$ cat config.mk
export PLATFORM = sky130hd
export DESIGN_NAME = nextpc_unit
export DESIGN_NICKNAME = d
export VERILOG_FILES = /design/src/rtl/nextpc_pkg.sv /design/src/rtl/nextpc_decode.sv /design/src/rtl/nextpc_cond.sv /design/src/rtl/nextpc_target.sv /design/src/rtl/nextpc_stage.sv /design/src/rtl/nextpc_unit.sv
export SDC_FILE = /design/constraint.sdc
export NUM_CORES = 1
export LEC_CHECK = 0
export ABC_CLOCK_PERIOD_IN_PS = 9700
export BUFFER_PORTS_ARGS = -buffer_cell sky130_fd_sc_hd__buf_2
export CAP_MARGIN = 20
export CORE_UTILIZATION = 55
export CTS_CLUSTER_DIAMETER = 50
export CTS_CLUSTER_SIZE = 14
export DETAILED_ROUTE_END_ITERATION = 8
export MAX_ROUTING_LAYER = met4
export PLACE_DENSITY_LB_ADDON = 0.25
export SLEW_MARGIN = 10
export SYNTH_ARGS = -nofsm -noshare
export SYNTH_HDL_FRONTEND = slang
export SYNTH_SLANG_ARGS = --single-unit
$ cat constraint.sdc
create_clock -name clk -period 9.7 [get_ports clk]
set_clock_uncertainty 0.2 [all_clocks]
set_input_delay 1.94 -clock clk [delete_from_list [all_inputs] [get_ports clk]]
set_output_delay 1.94 -clock clk [all_outputs]
set_load 0.02 [all_outputs]
$ cat src/rtl/nextpc_pkg.sv
package nextpc_pkg;

  localparam int unsigned INSTR_W = 32;
  localparam int unsigned OPC_W   = 6;
  localparam int unsigned FLD_W   = 5;
  localparam int unsigned OFF_W   = 16;
  localparam int unsigned TGT_W   = 26;

  localparam logic [OPC_W-1:0] OPC_RFMT     = 6'h00;
  localparam logic [OPC_W-1:0] OPC_SIGNGRP  = 6'h01;
  localparam logic [OPC_W-1:0] OPC_JUMP     = 6'h02;
  localparam logic [OPC_W-1:0] OPC_JUMPLINK = 6'h03;
  localparam logic [OPC_W-1:0] OPC_EQ       = 6'h04;
  localparam logic [OPC_W-1:0] OPC_NE       = 6'h05;
  localparam logic [OPC_W-1:0] OPC_LEZ      = 6'h06;
  localparam logic [OPC_W-1:0] OPC_GTZ      = 6'h07;

  localparam logic [5:0]       FN_REGJUMP   = 6'h08;
  localparam logic [FLD_W-1:0] SUB_LTZ      = 5'd0;
  localparam logic [FLD_W-1:0] SUB_GEZ      = 5'd1;

  typedef enum logic [3:0] {
    CF_NONE,
    CF_EQ,
    CF_NE,
    CF_LTZ,
    CF_GEZ,
    CF_LEZ,
    CF_GTZ,
    CF_JUMP,
    CF_JLINK,
    CF_JREG
  } cf_kind_e;

  typedef struct packed {
    cf_kind_e         kind;
    logic [OFF_W-1:0] off;
    logic [TGT_W-1:0] tgt;
  } cf_dec_t;

endpackage

$ cat src/rtl/nextpc_decode.sv
module nextpc_decode
  import nextpc_pkg::*;
(
  input  logic [INSTR_W-1:0] instr,
  output cf_dec_t            dec
);

  logic [OPC_W-1:0] opc;
  logic [FLD_W-1:0] tfield;
  logic [5:0]       fn;

  assign opc    = instr[31:26];
  assign tfield = instr[20:16];
  assign fn     = instr[5:0];

  always_comb begin
    dec.off  = instr[OFF_W-1:0];
    dec.tgt  = instr[TGT_W-1:0];
    dec.kind = CF_NONE;
    unique case (opc)
      OPC_EQ:       dec.kind = CF_EQ;
      OPC_NE:       dec.kind = CF_NE;
      OPC_JUMP:     dec.kind = CF_JUMP;
      OPC_JUMPLINK: dec.kind = CF_JLINK;
      OPC_LEZ:      dec.kind = (tfield == '0) ? CF_LEZ : CF_NONE;
      OPC_GTZ:      dec.kind = (tfield == '0) ? CF_GTZ : CF_NONE;
      OPC_SIGNGRP: begin
        if (tfield == SUB_LTZ)      dec.kind = CF_LTZ;
        else if (tfield == SUB_GEZ) dec.kind = CF_GEZ;
        else                        dec.kind = CF_NONE;
      end
      OPC_RFMT:     dec.kind = (fn == FN_REGJUMP) ? CF_JREG : CF_NONE;
      default:      dec.kind = CF_NONE;
    endcase
  end

endmodule

$ cat src/rtl/nextpc_cond.sv
module nextpc_cond
  import nextpc_pkg::*;
#(
  parameter int unsigned XLEN = 32
) (
  input  cf_kind_e        kind,
  input  logic [XLEN-1:0] rs_val,
  input  logic [XLEN-1:0] rt_val,
  output logic            taken
);

  logic is_neg;
  logic is_zero;
  logic is_same;

  assign is_neg  = rs_val[XLEN-1];
  assign is_zero = (rs_val == '0);
  assign is_same = (rs_val == rt_val);

  always_comb begin
    unique case (kind)
      CF_EQ:    taken = is_same;
      CF_NE:    taken = !is_same;
      CF_LTZ:   taken = is_neg;
      CF_GEZ:   taken = !is_neg;
      CF_LEZ:   taken = is_neg || is_zero;
      CF_GTZ:   taken = !is_neg && !is_zero;
      CF_JUMP,
      CF_JLINK,
      CF_JREG:  taken = 1'b1;
      default:  taken = 1'b0;
    endcase
  end

endmodule

$ cat src/rtl/nextpc_target.sv
module nextpc_target
  import nextpc_pkg::*;
#(
  parameter int unsigned XLEN        = 32,
  parameter int unsigned INSTR_BYTES = 4
) (
  input  logic [XLEN-1:0] pc,
  input  cf_dec_t         dec,
  input  logic [XLEN-1:0] rs_val,
  input  logic            taken,
  output logic [XLEN-1:0] next_pc,
  output logic [XLEN-1:0] link_val
);

  localparam int unsigned SHIFT   = $clog2(INSTR_BYTES);
  localparam int unsigned REGION  = TGT_W + SHIFT;
  localparam int unsigned EXT_W   = XLEN - OFF_W - SHIFT;

  logic [XLEN-1:0] seq_pc;
  logic [XLEN-1:0] br_disp;
  logic [XLEN-1:0] br_pc;
  logic [XLEN-1:0] jmp_pc;

  assign seq_pc   = pc + XLEN'(INSTR_BYTES);
  assign link_val = pc + XLEN'(2 * INSTR_BYTES);
  assign br_disp  = {{EXT_W{dec.off[OFF_W-1]}}, dec.off, {SHIFT{1'b0}}};
  assign br_pc    = seq_pc + br_disp;
  assign jmp_pc   = {seq_pc[XLEN-1:REGION], dec.tgt, {SHIFT{1'b0}}};

  always_comb begin
    next_pc = seq_pc;
    if (taken) begin
      unique case (dec.kind)
        CF_JUMP, CF_JLINK: next_pc = jmp_pc;
        CF_JREG:           next_pc = rs_val;
        default:           next_pc = br_pc;
      endcase
    end
  end

endmodule

$ cat src/rtl/nextpc_stage.sv
module nextpc_stage #(
  parameter int unsigned W          = 8,
  parameter bit          REGISTERED = 1'b1
) (
  input  logic         clk,
  input  logic         rst_n,
  input  logic         in_valid,
  output logic         in_ready,
  input  logic [W-1:0] in_data,
  output logic         out_valid,
  input  logic         out_ready,
  output logic [W-1:0] out_data
);

  generate
    if (REGISTERED) begin : g_reg
      logic         vld_q;
      logic [W-1:0] data_q;

      assign in_ready  = !vld_q || out_ready;
      assign out_valid = vld_q;
      assign out_data  = data_q;

      always_ff @(posedge clk) begin
        if (!rst_n) begin
          vld_q  <= 1'b0;
          data_q <= '0;
        end else if (in_ready) begin
          vld_q <= in_valid;
          if (in_valid) data_q <= in_data;
        end
      end
    end else begin : g_thru
      assign in_ready  = out_ready;
      assign out_valid = in_valid && rst_n;
      assign out_data  = in_data;
    end
  endgenerate

endmodule

$ cat src/rtl/nextpc_unit.sv
module nextpc_unit
  import nextpc_pkg::*;
#(
  parameter int unsigned XLEN        = 32,
  parameter int unsigned REG_AW      = 5,
  parameter int unsigned LINK_REG    = 31,
  parameter int unsigned INSTR_BYTES = 4,
  parameter bit          OUT_REG     = 1'b1
) (
  input  logic              clk,
  input  logic              rst_n,
  input  logic              in_valid,
  output logic              in_ready,
  input  logic [XLEN-1:0]   in_pc,
  input  logic [XLEN-1:0]   in_instr,
  input  logic [XLEN-1:0]   in_rs_val,
  input  logic [XLEN-1:0]   in_rt_val,
  output logic              out_valid,
  input  logic              out_ready,
  output logic [XLEN-1:0]   out_next_pc,
  output logic              out_taken,
  output logic              out_link_we,
  output logic [REG_AW-1:0] out_link_idx,
  output logic [XLEN-1:0]   out_link_val
);

  localparam int unsigned PAY_W = 2 * XLEN + 2;

  cf_dec_t         dec;
  logic            taken;
  logic [XLEN-1:0] next_pc;
  logic [XLEN-1:0] link_val;
  logic            link_we;
  logic [PAY_W-1:0] pay_in;
  logic [PAY_W-1:0] pay_out;

  nextpc_decode u_dec (
    .instr (in_instr[INSTR_W-1:0]),
    .dec   (dec)
  );

  nextpc_cond #(.XLEN(XLEN)) u_cond (
    .kind   (dec.kind),
    .rs_val (in_rs_val),
    .rt_val (in_rt_val),
    .taken  (taken)
  );

  nextpc_target #(.XLEN(XLEN), .INSTR_BYTES(INSTR_BYTES)) u_tgt (
    .pc       (in_pc),
    .dec      (dec),
    .rs_val   (in_rs_val),
    .taken    (taken),
    .next_pc  (next_pc),
    .link_val (link_val)
  );

  assign link_we = (dec.kind == CF_JLINK);
  assign pay_in  = {next_pc, taken, link_we, link_val};

  nextpc_stage #(.W(PAY_W), .REGISTERED(OUT_REG)) u_stage (
    .clk       (clk),
    .rst_n     (rst_n),
    .in_valid  (in_valid),
    .in_ready  (in_ready),
    .in_data   (pay_in),
    .out_valid (out_valid),
    .out_ready (out_ready),
    .out_data  (pay_out)
  );

  assign {out_next_pc, out_taken, out_link_we, out_link_val} = pay_out;
  assign out_link_idx = out_link_we ? REG_AW'(LINK_REG) : '0;

endmodule

== Yosys cells after proc, flatten, opt, wreduce, memory -nomap -nowiden ==
Cells that the tools add are included.
Storage, ports and cells
  logic and storage cells: 47
  bits of input ports: 132
  bits in registers: 67
  output and inout bits: 73
Cells by class
  muxes and demuxes: 10
  reductions and logical operators: 13
  eq/ne operators: 19
  add/subtract/negate cells: 3
Operator list (number)
  $pmux W32 S2: 1
  $add A32 B3 Y32 const B: 1
  $add A32 B32 Y32: 1
  $add A32 B4 Y32 const B: 1
  $eq A32 B32 Y1: 1
  $logic_not A32 Y1: 1
  $mux W32: 1
  $pmux W4 S8: 1
  $eq A6 B3 Y1 const B: 4
  $eq A4 B3 Y1 const B: 4
  $eq A6 B2 Y1 const B: 2
  $mux W3: 3
  $eq A4 B2 Y1 const B: 2
  $eq A4 B4 Y1 const B: 2
  $mux W4: 2
  $pmux W1 S7: 1
  $eq A6 B1 Y1 const B: 1
  $eq A6 B4 Y1 const B: 1
  $logic_not A6 Y1: 1
  $eq A5 B1 Y1 const B: 1
  $logic_not A5 Y1: 1
  $mux W5: 1
  $eq A4 B1 Y1 const B: 1
  $logic_not A1 Y1: 4
  other kinds (5): 6

== Depth between registers and ports, before layout ==
Gate-level depths: netlist of run 1.
  word-level depth: 8
  gate-level depth with buffers: 18
  depth with buffers taken out: 18

== By module ==
From an unflattened synthesis of run 1, not the netlist that was laid out.
Unflattened totals
  cell total of the unflattened synthesis: 950
  area total of the unflattened synthesis: 7100.6 sq um
Modules (own cells, without submodules)
  nextpc_target: instances 1, sequential area each 0.0 sq um, area each 3355.7 sq um, cells each 517
  nextpc_stage: instances 1, sequential area each 1341.3 sq um, area each 2660.1 sq um, cells each 292
  nextpc_cond: instances 1, sequential area each 0.0 sq um, area each 553.0 sq um, cells each 69
  nextpc_decode: instances 1, sequential area each 0.0 sq um, area each 479.2 sq um, cells each 66
  nextpc_unit: instances 1, sequential area each 0.0 sq um, area each 52.6 sq um, cells each 6

== Least setup slack after synthesis of run 1 ==
No wires, ideal clock.
  kind: input -> register
  start: in in_pc[3]
  end: reg u_stage.g_reg.data_q[58] (netlist: u_stage.out_data[58])
  required time: 9.380 ns
  path buffers: 0
  arrival time: 5.257 ns
  cell stages on the path: 17
  slack: 4.123 ns
  path through: ha_1 -> nand3_2 -> nor3_1 -> and2_1 -> nand2_1 -> nor2_1 -> nand2_1 -> xnor2_1 -> ha_1 -> and3_1 -> o221ai_1 -> a21oi_1 -> o311a_1 -> a2111oi_0 -> xor2_1 -> o211ai_1 -> nor3b_1
On the way
  longest elaborated chain between the ends: 4
Ends and longest elaborated chain
  start, declared: RTL line nextpc_unit.sv:14  | input logic [XLEN-1:0] in_pc,
  $add A32 B3 Y32 (*): RTL line nextpc_target.sv:24  | assign seq_pc = pc + XLEN'(INSTR_BYTES);
  $add A32 B32 Y32: RTL line nextpc_target.sv:27  | assign br_pc = seq_pc + br_disp;
  $pmux W32 S2: RTL line nextpc_target.sv:33  | unique case (dec.kind)
  $mux W32 (*): RTL line nextpc_target.sv:32  | if (taken) begin
  end signal, assigned: RTL line nextpc_stage.sv:30  | if (in_valid) data_q <= in_data;
  end, declared: RTL line nextpc_stage.sv:18  | logic [W-1:0] data_q;
Mark *: on every way between the ends. The rest lies on a longest branch, timed or not.
A chain may end at the register's enable or synchronous reset.

== Worst setup path in the final report of run 1 ==
  start: in in_pc[4]
  end: reg u_stage.g_reg.data_q[58] (netlist: u_stage.out_data[58])
The elaborated chain is that of the path after synthesis.

==> flow_summary.ini, run 1 <==
[power]
p_sw_share_pct = 33.5
pwr-share-clk_pct = 39.7
irDropWorstVdd_uv = 89.5
p_leak_nw = 3.34
p_int_uw = 703
power.density_mw_per_mm2 = 137
pwr-share-seq_pct = 29.2
p_comb_share_pct = 31.0
power_switching_uw = 355

[synthesis]
yosysWarnings = 0
synth_flop_cell = dfxtp_1
netlist_instances = 840
netlist-cell-type-count = 76
synth-edff-count = 0
seq_area_frac_synth_pct = 21.1
synth_nets = 1010
avgSynthCellArea_um2 = 7.56
ys_seq_elements = 67
synth_area_mm2 = 0.00635
async_reset_ff_share_pct = 0

[route]
wire_per_inst_um = 19.2
firstDrtPassIters = 5
ant_nets = 0
drtIter0Drc = 687
routed_wl_um = 22200
num_vias = 7333
via_per_inst = 6.34
drc = 0

[worst_setup_path]
r2r_cells = 6
arrival_ns = 6.20
required_ns = 9.72
end_kind = flop
start_kind = input port
cp_max_fo = 6
crit_type = in -> reg
reg2reg_to = u_stage.out_data[40]
r2r-start = u_stage.out_valid
regToRegSetupSlack_ns = 7.00

[place]
dpl_worst_slack_ns = 3.43
gp_congestion = 1.01
numPortBuffers = 204
hpwl_um = 17100

[layout]
drive_above_1_share_pct = 24.0
nets = 1182
layout_commonest_cell = buf_2
final_util_pct = 70.1
num_antenna_cells = 0
final_cell_mix = 204 x buf_2, 90 x nand2_1, 74 x nor2_1
layout.filler_cells = 970
area_growth_pct = 21.7

[global_routing]
antenna_found_initial = 0
grt_overflow = 0
track_usage_pct = 38.0
grt_pass1_vias = 6475
grt_max_degree = 62
grt_pass1_wl_um = 33900

[worst_hold_path]
hp-start = u_stage.out_data[37]
hold_path_depth = 2
hold_path_class = reg -> reg
hold_path_end = u_stage.out_data[37]

[sta]
fmax_mhz = 162
slew_headroom_pct = 46.6
finalSetupViolations = 0
final.period_utilization_pct = 63.7
tns_ns = 0
rsz0062_at_grt = false
report.final.hold_viol_count = 0
worst_slack_ns = 3.52
fin_crit_ns = 6.18
slew_viol_final = 0
worst_pin_slew_ns = 0.794

[run_status]
status = finished, final reports clean

[clock_tree]
cts.sinks = 67
ctsHoldBuffers = 0
root_buffer = clkbuf_16
cts_tree = built
clockBufferDepth = 2
cts_made_buffers = 9
cts_resized = 0
clk_pin_slew_worst_paths_ns = 0.07
postCtsSetupRepairBufs = 0
htreeDepth = 3
clock_latency_ns = 0.34

[run]
max-cap-violations = 0

[floorplan]
io_pins = 205
start_util_pct = 57.6
die_height_um = 109
die_x_um = 109
design.core.area_mm2 = 0.0110
std_cell_rows = 38
die_area_mm2 = 0.0120
## Yosys cell counts (7+ instances only)
master | count | area share (%)
clkbuf_1 | 36 | 2.1
or3_1 | 9 | 0.89
nor4_1 | 23 | 2.3
o211ai_1 | 9 | 1.1
a21o_1 | 12 | 1.4
nand4_1 | 18 | 1.8
ha_1 | 37 | 7.3
nor2_1 | 74 | 4.4
nor3_1 | 21 | 1.7
xor2_1 | 65 | 9.0
dfxtp_1 | 67 | 21
a311oi_1 | 7 | 0.96
and3_1 | 11 | 1.1
nand3_1 | 28 | 2.2
nand2b_1 | 8 | 0.79
a31oi_1 | 7 | 0.69
a211oi_1 | 29 | 3.4
mux2i_1 | 8 | 1.3
a22oi_1 | 15 | 1.8
xnor2_1 | 44 | 6.1
inv_1 | 9 | 0.53
nand2_1 | 90 | 5.3
a21oi_1 | 44 | 3.5
o21ai_0 | 56 | 4.4
## per-layer routing
metal / track usage [%] / wire length [um] / up-vias
met4: 15.4 / 943 / 0
met1: 47.8 / 9000 / 3388
met3: 5.81 / 2080 / 90
met2: 60.8 / 10100 / 391
met5: - / 0 / -
li1: - / - / 3464
## state kept, by name, summed over array words and instances (netlist names)
| signal | cells |
|---|---|
| u_stage.out_data | 66 |
| u_stage.out_valid | 1 |
## power groups by stage
| stage | Clock (mW) | Combinational [mW] | Sequential, mW |
|---|---|---|---|
| floorplan | 0 | 0.180 | 0.342 |
| global placement | 0 | 0.319 | 0.315 |
| detailed placement | 0 | 0.321 | 0.315 |
| CTS | 0.420 | 0.323 | 0.309 |
| global route | 0.435 | 0.355 | 0.312 |
| finish | 0.421 | 0.328 | 0.310 |
## layout make-up
cell class	count	area, um2	area share, %
Sequential cell	67	1340	17.3
Tap cell	140	175	2.27
Timing Repair Buffer	211	1070	13.9
Inverter	10	37.5	0.485
Clock inverter	7	146	1.89
Clock buffer	9	225	2.91
Multi-Input combinational cell	713	4730	61.2
## worst max path at each step
stage / start / endpoint / slack, ns / cells after the start
5_1_grt: in_pc[4] / u_stage.out_data[58] / 3.21 / 18
6_report: in_pc[4] / u_stage.out_data[58] / 3.52 / 18
3_3_place_gp: in_pc[4] / u_stage.out_data[58] / 3.60 / 18
2_1_floorplan: in_pc[3] / u_stage.out_data[58] / 4.12 / 17
3_5_place_dp: in_pc[3] / u_stage.out_data[58] / 3.43 / 18
4_1_cts: in_pc[4] / u_stage.out_data[58] / 3.64 / 18
## worst max-delay path: stages
cell	delay [ns]
buf_2	0.13
ha_1	0.23
nand3_2	0.18
nor3_1	0.53
and2_1	0.25
nand2_1	0.11
nor2_1	0.27
nand2_1	0.14
xnor2_1	0.38
ha_1	0.37
and3_1	0.21
o221ai_1	0.06
a21oi_1	0.11
o311a_1	0.35
a2111oi_0	0.48
xor2_1	0.18
o211ai_1	0.09
nor3b_1	0.18
## stage by stage
| step | power (mW) | hold WS [ns] | instances | area, um2 |
|---|---|---|---|---|
| after floorplan | 0.522 | 0.335 | 840 | 6350 |
| after global placement | 0.634 | 0.229 | 1141 | 7360 |
| after detailed placement | 0.636 | 0.239 | 1141 | 7360 |
| after CTS | 1.05 | 0.260 | 1157 | 7730 |
| after global routing | 1.10 | 0.276 | 1157 | 7730 |
| final | 1.06 | 0.259 | 1157 | 7730 |
## kinds of logic after synthesis
family / synth area share, %
AO/OA/AOI/OAI: 25.0
XOR/XNOR: 15.0
adder cells (fa/ha/maj): 7.60
buffers and inverters: 4.47
flip-flops: 21.1
multiplexers: 1.26
AND/OR/NAND/NOR: 25.5
Power figures use the tool's default switching activity.
==> run 2: changes to the inputs <==
--- a/config.mk
+++ b/config.mk
@@ -5,10 +5,10 @@
 export SDC_FILE = /design/constraint.sdc
 export NUM_CORES = 1
 export LEC_CHECK = 0
-export ABC_CLOCK_PERIOD_IN_PS = 9700
+export ABC_CLOCK_PERIOD_IN_PS = 5540
 export BUFFER_PORTS_ARGS = -buffer_cell sky130_fd_sc_hd__buf_2
 export CAP_MARGIN = 20
-export CORE_UTILIZATION = 55
+export CORE_UTILIZATION = 48
 export CTS_CLUSTER_DIAMETER = 50
 export CTS_CLUSTER_SIZE = 14
 export DETAILED_ROUTE_END_ITERATION = 8
==> constraint.sdc (replaced) <==
create_clock -name clk -period 5.54 [get_ports clk]
set_clock_uncertainty 0.2 [all_clocks]
set_input_delay 1.108 -clock clk [delete_from_list [all_inputs] [get_ports clk]]
set_output_delay 1.108 -clock clk [all_outputs]
set_load 0.02 [all_outputs]
==> flow_summary.ini, run 2 (synthesis gave the netlist of run 1 again) <==
[run_status]
status = finished, final reports clean

[route]
wire_per_inst_um = 19.5
via_per_inst = 6.10
routed_wl_um = 23200
firstDrtPassIters = 5
drtIter0Drc = 654
drc = 0
ant_nets = 0
num_vias = 7272

[place]
place_area_mm2 = 0.00742
gp_congestion = 1.05
numPortBuffers = 204
hpwl_um = 17900

[sta]
fin_crit_ns = 4.93
final.period_utilization_pct = 88.9
rsz0062_at_grt = false
tns_ns = 0
slew_headroom_pct = 40.6
fmax_mhz = 203
slew_viol_final = 0
report.final.hold_viol_count = 0
finalSetupViolations = 0
worst_pin_slew_ns = 0.890

[worst_setup_path]
required_ns = 5.58
end_kind = flop
critPathLaunch = in_pc[3]
arrival_ns = 4.96
r2r-start = u_stage.out_valid
crit_type = in -> reg
cp_max_fo = 8
start_kind = input port

[global_routing]
grt_pass1_wl_um = 35000
track_usage_pct = 35.1
grt_overflow = 0
antenna_found_initial = 0
grt_pass1_vias = 6685
grt_max_degree = 95

[layout]
final_util_pct = 60.7
largest_register_ff_count = 66
nets = 1185
area_growth_pct = 22.0
drive_above_1_share_pct = 24.2
final_cell_mix = 204 x buf_2, 90 x nand2_1, 74 x nor2_1
layout.filler_cells = 1231
num_antenna_cells = 0
layout_commonest_cell = buf_2
fin_area_mm2 = 0.00775

[floorplan]
std_cell_rows = 41
die_x_um = 117
die_height_um = 117
start_util_pct = 49.7
die_area_mm2 = 0.0137
io_pins = 205
design.core.area_mm2 = 0.0128

[clock_tree]
ctsHoldBuffers = 0
postCtsSetupRepairBufs = 0
clock_latency_ns = 0.34
root_buffer = clkbuf_16
htreeDepth = 3
cts.sinks = 67
clockBufferDepth = 2
clk_pin_slew_worst_paths_ns = 0.06
cts_made_buffers = 9
cts_resized = 0
cts_tree = built

[power]
irDropWorstVdd_uv = 211
p_leak_nw = 3.33
power.density_mw_per_mm2 = 227

[run]
max-cap-violations = 0

[worst_hold_path]
hold_path_class = reg -> reg
hp-start = u_stage.out_data[2]
## run 2: cell types whose count changed in the layout (fill, tap and decap cells not counted)
cell and change:
buf_4 +3, bufinv_16 -2, clkinvlp_4 +2, inv_6 -2, clkbuf_8 +1, clkinv_2 +1
## run 2: final cells by class
type / count / area [um2] / share of cell area (%)
clock inverter: 6 / 88.8 / 1.15
multi-input combinational: 713 / 4730 / 61.1
timing repair buffer: 214 / 1100 / 14.1
tap: 172 / 215 / 2.78
clock buffer: 10 / 239 / 3.08
inverter: 10 / 37.5 / 0.484
sequential: 67 / 1340 / 17.3
## run 2: final timing paths
kind / endpoint / slack [ns] / cells past startpoint
max: u_stage.out_data[65] / 0.61 / 17
min: u_stage.out_data[2] / 0.25 / 2
max reg2reg: u_stage.out_data[40] / 2.99 / 6
min reg2reg: u_stage.out_data[2] / 0.25 / 2
## run 2: through the flow
stage                     instances  total power [mW]  setup slack, ns  hold WS [ns]
final                          1192              1.76            0.613         0.253
after CTS                      1192              1.76            0.722         0.254
after floorplan                 840             0.914            0.795         0.335
after detailed placement       1176              1.12            0.375         0.246
after global routing           1192              1.84            0.410         0.267
after global placement         1176              1.12            0.412         0.240
## run 2: worst max-delay path: stages
cell and delay (ns):
buf_2 0.12, ha_1 0.19, nand3_1 0.14, or2_1 0.32, or3_1 0.45, nor2_1 0.22
xor2_1 0.37, ha_1 0.42, a21o_1 0.26, a21o_1 0.18, a21oi_1 0.27, o21ai_0 0.14
a21oi_1 0.18, o21ai_0 0.12, a21oi_1 0.24, xnor2_1 0.14, o21ai_0 0.09
## run 2: per-layer routing
metal / vias up / part of all wire [%] / GRT usage (%)
met5: - / 0 / -
met4: 0 / 4.7 / 18.1
met3: 74 / 8.3 / 6.44
met2: 371 / 46 / 56.5
met1: 3360 / 41 / 42.0
li1: 3467 / - / -
## run 2: power by group
part	switching [mW]	internal (mW)	total (mW)
Clock	0.233	0.406	0.639
Sequential	0.0213	0.522	0.543
Combinational	0.358	0.222	0.580
Total	0.613	1.15	1.76
==> run 3: changes to the inputs <==
--- a/config.mk
+++ b/config.mk
@@ -5,10 +5,10 @@
 export SDC_FILE = /design/constraint.sdc
 export NUM_CORES = 1
 export LEC_CHECK = 0
-export ABC_CLOCK_PERIOD_IN_PS = 5540
+export ABC_CLOCK_PERIOD_IN_PS = 6000
 export BUFFER_PORTS_ARGS = -buffer_cell sky130_fd_sc_hd__buf_2
 export CAP_MARGIN = 20
-export CORE_UTILIZATION = 48
+export CORE_UTILIZATION = 55
 export CTS_CLUSTER_DIAMETER = 50
 export CTS_CLUSTER_SIZE = 14
 export DETAILED_ROUTE_END_ITERATION = 8
==> constraint.sdc (replaced) <==
create_clock -name clk -period 6 [get_ports clk]
set_clock_uncertainty 0.2 [all_clocks]
set_input_delay 1.2 -clock clk [delete_from_list [all_inputs] [get_ports clk]]
set_output_delay 1.2 -clock clk [all_outputs]
set_load 0.02 [all_outputs]
==> flow_summary.ini, run 3 (synthesis gave the netlist of run 1 again) <==
[floorplan]
die_x_um = 109
die_height_um = 109
start_util_pct = 57.6
die_area_mm2 = 0.0120
io_pins = 205
design.core.area_mm2 = 0.0110
std_cell_rows = 38

[worst_setup_path]
regToRegSetupSlack_ns = 3.62
cp_max_fo = 6
start_kind = input port
end_kind = flop
required_ns = 6.06
crit_type = in -> reg
arrival_ns = 5.14

[sta]
fin_hold_ws_ns = 0.250
final.period_utilization_pct = 84.6
fin_crit_ns = 5.08
tns_ns = 0
worst_pin_slew_ns = 0.848
finalSetupViolations = 0
slew_viol_final = 0
rsz0062_at_grt = false
slew_headroom_pct = 42.7
report.final.hold_viol_count = 0
fmax_mhz = 197

[global_routing]
grt_pass1_vias = 6791
grt_overflow = 0
track_usage_pct = 39.2
antenna_found_initial = 0
grt_max_degree = 77
grt_pass1_wl_um = 34800

[place]
gp_congestion = 1.07
hpwl_um = 17700
numPortBuffers = 204

[power]
p_comb_share_pct = 34.0
pwr-share-seq_pct = 31.6
p_int_mw = 1.01
p_leak_nw = 3.33
pwr-share-clk_pct = 34.4
power.density_mw_per_mm2 = 206
irDropWorstVdd_uv = 159
p_sw_share_pct = 36.3
power_switching_uw = 574

[clock_tree]
postCtsSetupRepairBufs = 0
clock_latency_ns = 0.33
clk_pin_slew_worst_paths_ns = 0.07
cts_tree = built
cts_made_buffers = 9
ctsHoldBuffers = 0
clockBufferDepth = 2
cts_resized = 0
root_buffer = clkbuf_16
htreeDepth = 3
cts.sinks = 67

[route]
via_per_inst = 6.45
routed_wl_um = 22900
num_vias = 7486
ant_nets = 0
firstDrtPassIters = 5
wire_per_inst_um = 19.8
drtIter0Drc = 798
drc = 0

[layout]
nets = 1186
area_growth_pct = 21.0
final_cell_mix = 204 x buf_2, 90 x nand2_1, 74 x nor2_1
layout_commonest_cell = buf_2
layout.filler_cells = 997
num_antenna_cells = 0
largest_register_ff_count = 66
drive_above_1_share_pct = 24.2

[worst_hold_path]
hold_path_class = reg -> reg

[run_status]
status = finished, final reports clean

[run]
max-cap-violations = 0
==> run 3: changes by cell type in the layout (fill, tap and decap cells not counted) <==
cell        delta
buf_4          +1
bufinv_16      -1
clkbuf_1       +1
clkbuf_8       -1
clkinv_2       +1
clkinvlp_4     -1
inv_6          +1
==> run 3: final timing paths <==
path | to | start | cells past startpoint
max | u_stage.out_data[58] | in_pc[3] | 19
min | u_stage.out_data[38] | u_stage.out_data[38] | 2
max reg2reg | u_stage.out_data[64] | u_stage.out_valid | 6
min reg2reg | u_stage.out_data[38] | u_stage.out_data[38] | 2
==> run 3: power by group through the flow <==
stage / Clock (mW) / Combinational, mW / Sequential, mW
floorplan: 0 / 0.292 / 0.553
detailed placement: 0 / 0.525 / 0.510
finish: 0.544 / 0.539 / 0.500
global placement: 0 / 0.522 / 0.509
CTS: 0.545 / 0.530 / 0.500
global route: 0.566 / 0.585 / 0.504
==> run 3: critical path: stages <==
cell	delay [ns]
buf_2	0.13
ha_1	0.24
nand3_2	0.19
nor3_1	0.27
buf_4	0.18
and2_1	0.17
nand2_1	0.09
nor2_1	0.24
nand2_1	0.11
xnor2_1	0.26
ha_1	0.35
and3_1	0.20
o221ai_1	0.08
a21oi_1	0.12
o311a_1	0.35
a2111oi_0	0.46
xor2_1	0.12
o211ai_1	0.16
nor3b_1	0.22
==> run 3: routing by layer <==
metal / part of all wire (%) / vias up / track usage [%] / routed length (um)
met5: 0 / - / - / 0
met4: 4.9 / 0 / 21.0 / 1130
met3: 9.5 / 95 / 7.53 / 2180
met2: 46 / 437 / 63.4 / 10700
met1: 39 / 3489 / 46.0 / 8970
li1: - / 3465 / - / -
==> run 3: area by class of cell <==
cell class | instances | area (um2) | area share [%]
tap | 140 | 175 | 2.28
sequential | 67 | 1340 | 17.5
clock inverter | 6 | 65.1 | 0.846
timing repair buffer | 215 | 1100 | 14.4
multi-input combinational | 713 | 4730 | 61.6
clock buffer | 10 | 229 | 2.98
inverter | 10 | 37.5 | 0.488
==> run 3: per-stage QoR <==
step                      setup slack, ns  area, um2  util, %  cells  power [mW]
after floorplan                      1.16       6350        -    840       0.844
after global routing                0.650       7690     69.7   1161        1.66
after detailed placement            0.681       7390     67.0   1145        1.04
final                               0.921       7690     69.7   1161        1.58
after global placement              0.845       7390     67.0   1145        1.03
after CTS                            1.01       7690     69.7   1161        1.58
